File: src/rtl/rtc_pkg.sv
package rtc_pkg;

    // Main clock cycles per hundredth of a second at 76.8 kHz
    localparam int PRESCALE   = 768;
    localparam int PRE_W      = $clog2(PRESCALE);

    localparam int HUND_W     = 7;
    localparam int SEC_W      = 6;
    localparam logic [HUND_W-1:0] HUND_TOP  = 7'd99;
    localparam logic [HUND_W-1:0] HUND_HALF = 7'd49;
    localparam logic [SEC_W-1:0]  SEC_TOP   = 6'd59;

    // Fast train: FAST_STEP pulses spread over FAST_MOD cycles
    localparam int FAST_STEP  = 32;
    localparam int FAST_MOD   = 75;
    localparam int ACC_W      = $clog2(FAST_MOD);

    localparam int ADDR_W     = 8;
    localparam int DATA_W     = 8;
    localparam logic [ADDR_W-1:0] SEC_IDX  = 8'h01;
    localparam logic [ADDR_W-1:0] HUND_IDX = 8'h02;

    typedef enum logic [1:0] {
        REF_FAST     = 2'd0,
        REF_SQUARE   = 2'd1,
        REF_HALF_SEC = 2'd2,
        REF_MINUTE   = 2'd3
    } ref_mode_e;

    typedef struct packed {
        logic [SEC_W-1:0]  sec;
        logic [HUND_W-1:0] hund;
    } tod_t;

    function automatic logic [HUND_W-1:0] hund_next(input logic [HUND_W-1:0] v);
        return (v >= HUND_TOP) ? '0 : v + 1'b1;
    endfunction

    function automatic logic [SEC_W-1:0] sec_next(input logic [SEC_W-1:0] v);
        return (v >= SEC_TOP) ? '0 : v + 1'b1;
    endfunction

endpackage

File: src/rtl/rtc_prescaler.sv
module rtc_prescaler
    import rtc_pkg::*;
(
    input  logic clk,
    input  logic rst,
    input  logic restart,
    output logic tick
);
    logic [PRE_W-1:0] cnt;
    localparam logic [PRE_W-1:0] LAST = PRE_W'(PRESCALE - 1);

    assign tick = (cnt == LAST) && !restart;

    always_ff @(posedge clk) begin
        if (rst || restart || tick) cnt <= '0;
        else                        cnt <= cnt + 1'b1;
    end
endmodule

File: src/rtl/rtc_time_regs.sv
module rtc_time_regs
    import rtc_pkg::*;
(
    input  logic              clk,
    input  logic              rst,
    input  logic              tick,
    input  logic              load_sec,
    input  logic              load_hund,
    input  logic [DATA_W-1:0] wdata,
    output tod_t              tod
);
    logic [DATA_W-1:0] unused_wdata;
    assign unused_wdata = wdata;

    always_ff @(posedge clk) begin
        if (rst) begin
            tod <= '0;
        end else begin
            if (load_hund)  tod.hund <= wdata[HUND_W-1:0];
            else if (tick)  tod.hund <= hund_next(tod.hund);

            if (load_sec)   tod.sec <= wdata[SEC_W-1:0];
            else if (tick && tod.hund >= HUND_TOP)
                            tod.sec <= sec_next(tod.sec);
        end
    end
endmodule

File: src/rtl/rtc_ref_gen.sv
module rtc_ref_gen
    import rtc_pkg::*;
(
    input  logic      clk,
    input  logic      rst,
    input  ref_mode_e mode,
    input  logic      rx_en,
    input  logic      tick,
    input  tod_t      tod,
    output logic      fast_pulse,
    output logic      ref_out
);
    logic [ACC_W-1:0] acc;
    logic [ACC_W:0]   acc_sum;
    logic             square_q;
    logic             pulse_q;
    logic             half_hit;
    logic             minute_hit;
    logic             pulse_d;

    assign acc_sum    = {1'b0, acc} + (ACC_W+1)'(FAST_STEP);
    assign fast_pulse = acc_sum >= (ACC_W+1)'(FAST_MOD);

    assign half_hit   = tick && (tod.hund == HUND_HALF || tod.hund >= HUND_TOP);
    assign minute_hit = tick && tod.hund >= HUND_TOP && tod.sec >= SEC_TOP && !rx_en;

    always_comb begin
        case (mode)
            REF_FAST:     pulse_d = fast_pulse;
            REF_HALF_SEC: pulse_d = half_hit;
            REF_MINUTE:   pulse_d = minute_hit;
            default:      pulse_d = 1'b0;
        endcase
    end

    always_ff @(posedge clk) begin
        if (rst) begin
            acc      <= '0;
            square_q <= 1'b0;
            pulse_q  <= 1'b0;
        end else begin
            acc      <= fast_pulse ? ACC_W'(acc_sum - (ACC_W+1)'(FAST_MOD))
                                   : acc_sum[ACC_W-1:0];
            if (tick) square_q <= !square_q;
            pulse_q  <= pulse_d;
        end
    end

    assign ref_out = (mode == REF_SQUARE) ? square_q : pulse_q;
endmodule

File: src/rtl/rtc_ref_top.sv
module rtc_ref_top
    import rtc_pkg::*;
(
    input  logic              clk,
    input  logic              rst,
    input  logic [1:0]        rate_sel,
    input  logic              rx_en,
    input  logic              wr_en,
    input  logic [ADDR_W-1:0] addr,
    input  logic [DATA_W-1:0] wr_data,
    output logic [DATA_W-1:0] rd_data,
    output logic              ref_out
);
    logic      load_sec;
    logic      load_hund;
    logic      tick;
    logic      fast_pulse;
    tod_t      tod;
    ref_mode_e mode;

    assign load_sec  = wr_en && (addr == SEC_IDX);
    assign load_hund = wr_en && (addr == HUND_IDX);
    assign mode      = ref_mode_e'(rate_sel);

    rtc_prescaler u_pre (
        .clk     (clk),
        .rst     (rst),
        .restart (load_sec || load_hund),
        .tick    (tick)
    );

    rtc_time_regs u_time (
        .clk       (clk),
        .rst       (rst),
        .tick      (tick),
        .load_sec  (load_sec),
        .load_hund (load_hund),
        .wdata     (wr_data),
        .tod       (tod)
    );

    rtc_ref_gen u_ref (
        .clk        (clk),
        .rst        (rst),
        .mode       (mode),
        .rx_en      (rx_en),
        .tick       (tick),
        .tod        (tod),
        .fast_pulse (fast_pulse),
        .ref_out    (ref_out)
    );

    always_comb begin
        rd_data = '0;
        if (addr == SEC_IDX)       rd_data[SEC_W-1:0]  = tod.sec;
        else if (addr == HUND_IDX) rd_data[HUND_W-1:0] = tod.hund;
    end
endmodule

File: config.mk
export PLATFORM = sky130hd
export DESIGN_NAME = rtc_ref_top
export DESIGN_NICKNAME = d
export VERILOG_FILES = /design/src/rtl/rtc_pkg.sv /design/src/rtl/rtc_prescaler.sv /design/src/rtl/rtc_time_regs.sv /design/src/rtl/rtc_ref_gen.sv /design/src/rtl/rtc_ref_top.sv
export SDC_FILE = /design/constraint.sdc
export NUM_CORES = 1
export LEC_CHECK = 0
export ABC_CLOCK_PERIOD_IN_PS = 2700
export BUFFER_PORTS_ARGS = -buffer_cell sky130_fd_sc_hd__buf_2
export CAP_MARGIN = 20
export CORE_ASPECT_RATIO = 0.7
export CORE_MARGIN = 1.5
export CORE_UTILIZATION = 45
export DETAILED_ROUTE_END_ITERATION = 6
export GPL_ROUTABILITY_DRIVEN = 0
export HOLD_SLACK_MARGIN = 0.12
export PLACE_DENSITY = 0.66
export SYNTH_ARGS = -nofsm -noshare
export SYNTH_HDL_FRONTEND = slang
export SYNTH_SLANG_ARGS = --single-unit
File: constraint.sdc
create_clock -name clk -period 2.7 [get_ports clk]
set_input_delay 0.135 -clock clk [delete_from_list [all_inputs] [get_ports clk]]
set_output_delay 0.135 -clock clk [all_outputs]
set_load 0.005 [all_outputs]
Word level (Yosys, flattened, before mapping)
Cells that the tools add are included.
{"block": "word_totals", "word_cells": 50, "reg_bits": 32, "out_inout_bits": 9}
{"block": "classes", "muxes": 12, "eq_ne": 7, "addsub": 5, "reduce_logical": 17, "order_cmp": 3}
{"operator": "2-to-1 mux 7 bit", "count": 5}
{"operator": "2-to-1 mux 6 bit", "count": 4}
{"operator": "adder 10 x 1 -> 10 bit (second input constant)", "count": 1}
{"operator": "== test 10 bit (second input constant)", "count": 1}
{"operator": "adder 7 x 6 -> 8 bit (second input constant)", "count": 1}
{"operator": "== test 8 x 1 -> 1 bit (second input constant)", "count": 1}
{"operator": "== test 8 x 2 -> 1 bit (second input constant)", "count": 1}
{"operator": ">= comparator 8 x 7 -> 1 bit (second input constant)", "count": 1}
{"operator": "adder 7 x 1 -> 7 bit (second input constant)", "count": 1}
{"operator": "== test 7 x 6 -> 1 bit (second input constant)", "count": 1}
{"operator": ">= comparator 7 bit (second input constant)", "count": 1}
{"operator": "logical AND 1 bit", "count": 7}
{"operator": "subtractor 7 bit (second input constant)", "count": 1}
{"operator": "adder 6 x 1 -> 6 bit (second input constant)", "count": 1}
{"operator": ">= comparator 6 bit (second input constant)", "count": 1}
{"operator": "== test 2 bit (second input constant)", "count": 2}
{"operator": "logical OR 1 bit", "count": 4}
{"operator": "nonzero test 2 bit", "count": 2}
{"operator": "zero test 1 bit", "count": 3}
{"operator": "one-hot mux 1 bit (3 select lines)", "count": 1}
{"operator": "== test 2 x 1 -> 1 bit (second input constant)", "count": 1}
{"operator": "zero test 2 bit", "count": 1}
{"operator": "2-to-1 mux 1 bit", "count": 2}

Logic depth before layout (Yosys ltp)
{"block": "depth", "depth_word": 9, "ltp_mapped": 7}

Hierarchy
A second synthesis with hierarchy kept.
{"block": "unflattened", "hier_cells": 244, "area_unflattened_um2": 2048.2}
{"mod": "rtc_time_regs", "seq_area_each_um2": 260.2, "n_inst": 1, "area_each_um2": 834.6, "cells_each": 107}
{"mod": "rtc_ref_gen", "seq_area_each_um2": 180.2, "n_inst": 1, "area_each_um2": 520.5, "cells_each": 55}
{"mod": "rtc_prescaler", "seq_area_each_um2": 200.2, "n_inst": 1, "area_each_um2": 432.9, "cells_each": 48}
{"mod": "rtc_ref_top", "seq_area_each_um2": 0.0, "n_inst": 1, "area_each_um2": 260.2, "cells_each": 34}

Worst setup path before layout
No wires, ideal clock.
{"block": "synth_timing", "path_kind": "register to register", "start": "register u_pre.cnt[0]", "end": "register, netlist name u_time.tod[10]", "t_required_ps": 2609, "setup_slack_ps": 743, "setup_time_ps": 91, "arrival_ps": 1866, "period_less_slack_ps": 1957, "stages_incl_launch_ff": 7, "path_cell_list": "dfxtp_1 > ha_1 > nand3_1 > nor4b_4 > nand3_2 > or3_1 > a311oi_1"}
{"block": "synth_between", "elab_chain_len": 4}
{"element": "start: declaration", "line_no": "rtc_prescaler.sv:9", "rtl": "logic [PRE_W-1:0] cnt;"}
{"element": "start signal: assignment", "line_no": "rtc_prescaler.sv:16", "rtl": "else cnt <= cnt + 1'b1;"}
{"element": "== test 10 bit", "line_no": "rtc_prescaler.sv:12", "rtl": "assign tick = (cnt == LAST) && !restart;"}
{"element": "logical AND 1 bit", "line_no": "rtc_prescaler.sv:12"}
{"element": "logical AND 1 bit", "line_no": "rtc_time_regs.sv:23", "rtl": "else if (tick && tod.hund >= HUND_TOP)"}
{"element": "nonzero test 2 bit (no line)"}
No other way between the ends.
A chain may end at the register's enable or synchronous reset.

Worst setup path after layout
{"block": "layout_timing", "start": "register, netlist name u_time.tod[0]", "end": "register, netlist name u_time.tod[9]"}
{"block": "layout_between", "elab_chain_len": 3}
{"element": ">= comparator 7 bit", "line_no": "rtc_time_regs.sv:23"}
{"element": "logical AND 1 bit", "line_no": "rtc_time_regs.sv:23"}
{"element": "nonzero test 2 bit (no line)"}
No other way between the ends.

==> summary.md <==
| Metric | Value |
|---|---|
| Outcome | `completed` |
| Worst-Skew Late Latency | `0.29 ns` |
| Crit path buf inv count | `0` |
| Vias in the first global route | `1,528` |
| Final Cell Area | `0.00216 sq mm` |
| # rows | `19` |
| Pwr Density | `526 mW/mm^2` |
| CTS root buf | `clkbuf_8` |
| DIE WIDTH | `80.1 um` |
| Synth unique cells | `45` |
| Post-Syn Nets | `262` |
| HP Class | `input port to flip-flop` |
| Starting Density | `0.474` |
| Required time at the worst-slack endpoint | `2.89 ns` |
| Yosys warnings | `0` |
| Vias | `1,745` |
| 1st-iter DRT viols | `154` |
| Avg WL per Cell | `13.8 um` |
| Count leader, synth | `nor2_1` |
| Startpoint types | `flip-flop` |
| Max stage delay on crit path | `0.48 ns` |
| Final ANT Viol Nets | `0` |
| Number of diodes | `0` |
| EDFF count, synth | `0` |
| Area grow syn2layout | `15.6%` |
| Period utilization | `0.779` |
| First-pass GRT wire length | `7340 um` |
| Clock Skew | `0.00702 ns` |
| Fraction of layout cells with a size suffix above 1 | `0.173` |
| Ranking of synthesized cells by area | `dfxtp_1, nor2_1, xor2_1, ha_1, a21oi_1` |
| Max frequency | `476 MHz` |
| Ports | `31` |
| Post-route minimum period | `2.10 ns` |
| Synth cell count leaders | `nor2_1, dfxtp_1, nand2_1` |
| Clock Path Buffers | `2` |
| TritonCTS Buffers | `5` |
| Syn Area/Cell | `8.00 sq um` |
| # DRC | `0` |
| Placed cell count | `310` |
| Critical path class | `flip-flop to flip-flop` |
| Predominant post-synthesis flop cell | `dfxtp_1` |
| Setup TNS | `0 ns` |
| DPL Wire Length | `3180 um` |
| Hold-fix buffers, CTS | `0` |
| Largest net degree at the start of global routing | `25` |
| #FFs+latches synth | `32` |
| RSZ-0062 raised after global routing | `false` |
| Grt total ovfl | `0` |
| Via/cell ratio | `5.49` |
| Register area share after synthesis | `0.342` |
| Layout Cells excl Fill | `318` |
| Post-CTS sizing | `0` |
| Yosys top cell by area | `dfxtp_1` |
| MaxCap Viol Count | `0` |
| Ys async rst share | `0` |
| Core ar. | `0.00395 sq mm` |
| Die area | `0.00456 sq mm` |
| GRT Overall Usage | `0.210` |
| Worst-path maximum fanout | `7` |
| Syn Inst Count | `234` |
| Critical path cell sequence | `ha_1 > nor2_1 > a31oi_1 > nand2_1 > or4_1 > a311oi_1` |
| Yosys top cell area share | `0.342` |
| Hold slack | `0.136 ns` |
| Initial antenna violation count | `0` |
| Die Height | `57.0 um` |
| Post-Syn Area | `0.00187 sq mm` |
| Final wirelength | `4400 um` |
| Setup Buffers After CTS | `0` |
| Leakage | `0.867 nW` |
| Total power | `0.00114 W` |
| # port buffers | `28` |
| Max transition margin | `0.642` |
| CTS H-tree lvls | `2` |
| Nets | `293` |
| Hold Vio Cnt, Final | `0` |
| CTS tree | `done` |
| Worst-path clk slew | `0.07 ns` |
| Placed instance area | `0.00207 sq mm` |
| CP max stage cell | `or4_1` |
| Worst Setup End Kind | `flip-flop` |
| Delay-heaviest family, CP | `simple AND/OR/NAND/NOR gates` |
| First-pass DRT Iterations | `4` |
| Final Setup Violations | `0` |
| Arrival @ worst endpoint | `2.30 ns` |
| CTS Sinks | `32` |
| Slew Limit Fails | `0` |
| Worst-Margin Slew | `0.530 ns` |
| Maximum VDD drop | `0.268 mV` |
==> stage by stage <==
step           utilization  setup WS [ns]
3_5_place_dp         0.525          0.629
2_1_floorplan            -          0.743
3_3_place_gp         0.525          0.656
4_1_cts              0.549          0.612
5_1_grt              0.549          0.485
6_report             0.549          0.597
==> metal layers <==
layer,track usage,vias up,share of wire
met3,0.0496,7,0.058
met1,0.321,793,0.53
met2,0.291,42,0.40
met5,0,-,0
met4,0.0591,0,0.011
li1,-,903,-
==> logic make-up after synthesis <==
family | count (synthesis) | share of synthesized area
XOR/XNOR | 17 | 0.0795
multiplexers | 4 | 0.0227
buffers and inverters | 21 | 0.0448
adder cells (fa/ha/maj) | 6 | 0.0401
flip-flops | 32 | 0.342
AND/OR/NAND/NOR | 99 | 0.278
AO/OA/AOI/OAI | 54 | 0.191
other | 1 | 0.00200
==> power by group <==
| part | internal, W | switching (W) | leakage (nW) |
|---|---|---|---|
| Clock | 0.000203 | 0.000185 | 0.0510 |
| Combinational | 0.0000990 | 0.000111 | 0.557 |
| Sequential | 0.000510 | 0.0000295 | 0.259 |
| Total | 0.000813 | 0.000326 | 0.867 |
==> cell usage in the layout (no fill, tap or decap), types with 2 or more instances in the layout <==
cell type and count:
or4_1 2, buf_2 28, mux2i_1 2, clkinv_2 2
xnor2_1 6, clkbuf_8 6, buf_4 4, o211ai_1 2
a21oi_1 12, nand4_1 6, mux2_2 2, nand3_1 12
nor2_1 37, ha_1 6, dfxtp_1 32, xor2_1 11
and3_1 3, inv_1 13, nor4b_1 2, nand2_1 16
o21ai_0 11, a311oi_1 3, and2_1 5, a31oi_1 9
a211oi_1 3, a22o_1 6, or3_1 6
==> final timing paths <==
kind                         startpoint                    endpoint  slack, ns  cells past startpoint
max reg2reg  u_time.tod[0]$_SDFFE_PP0P_  u_time.tod[9]$_SDFFE_PP0P_       0.60                      6
max          u_time.tod[0]$_SDFFE_PP0P_  u_time.tod[9]$_SDFFE_PP0P_       0.60                      6
min                          wr_data[4]  u_time.tod[4]$_SDFFE_PP0P_       0.14                      3
min reg2reg     u_pre.cnt[0]$_SDFF_PP0_     u_pre.cnt[0]$_SDFF_PP0_       0.44                      1
==> state kept, by name (all words and copies together), names as in the netlist <==
signal and flops:
u_time.tod 13, u_pre.cnt 10, u_ref.acc 7, u_ref.pulse_q 1
u_ref.square_q 1
==> worst reg2reg max path, stage by stage (launching register included) <==
cell and delay [ns]:
dfxtp_1 0.45, ha_1 0.24, nor2_1 0.06, a31oi_1 0.35
nand2_1 0.16, or4_1 0.48, a311oi_1 0.26
==> layout make-up <==
cell class | instances | area (sq um)
Clock buffer | 6 | 82.6
Multi-Input combinational cell | 181 | 1150
Clock inverter | 2 | 10.0
Timing Repair Buffer | 32 | 170
Inverter | 13 | 48.8
Fill cell | 397 | 1780
Tap cell | 52 | 65.1
Sequential cell | 32 | 641
Note: power is estimated with default switching activity, not from simulation.
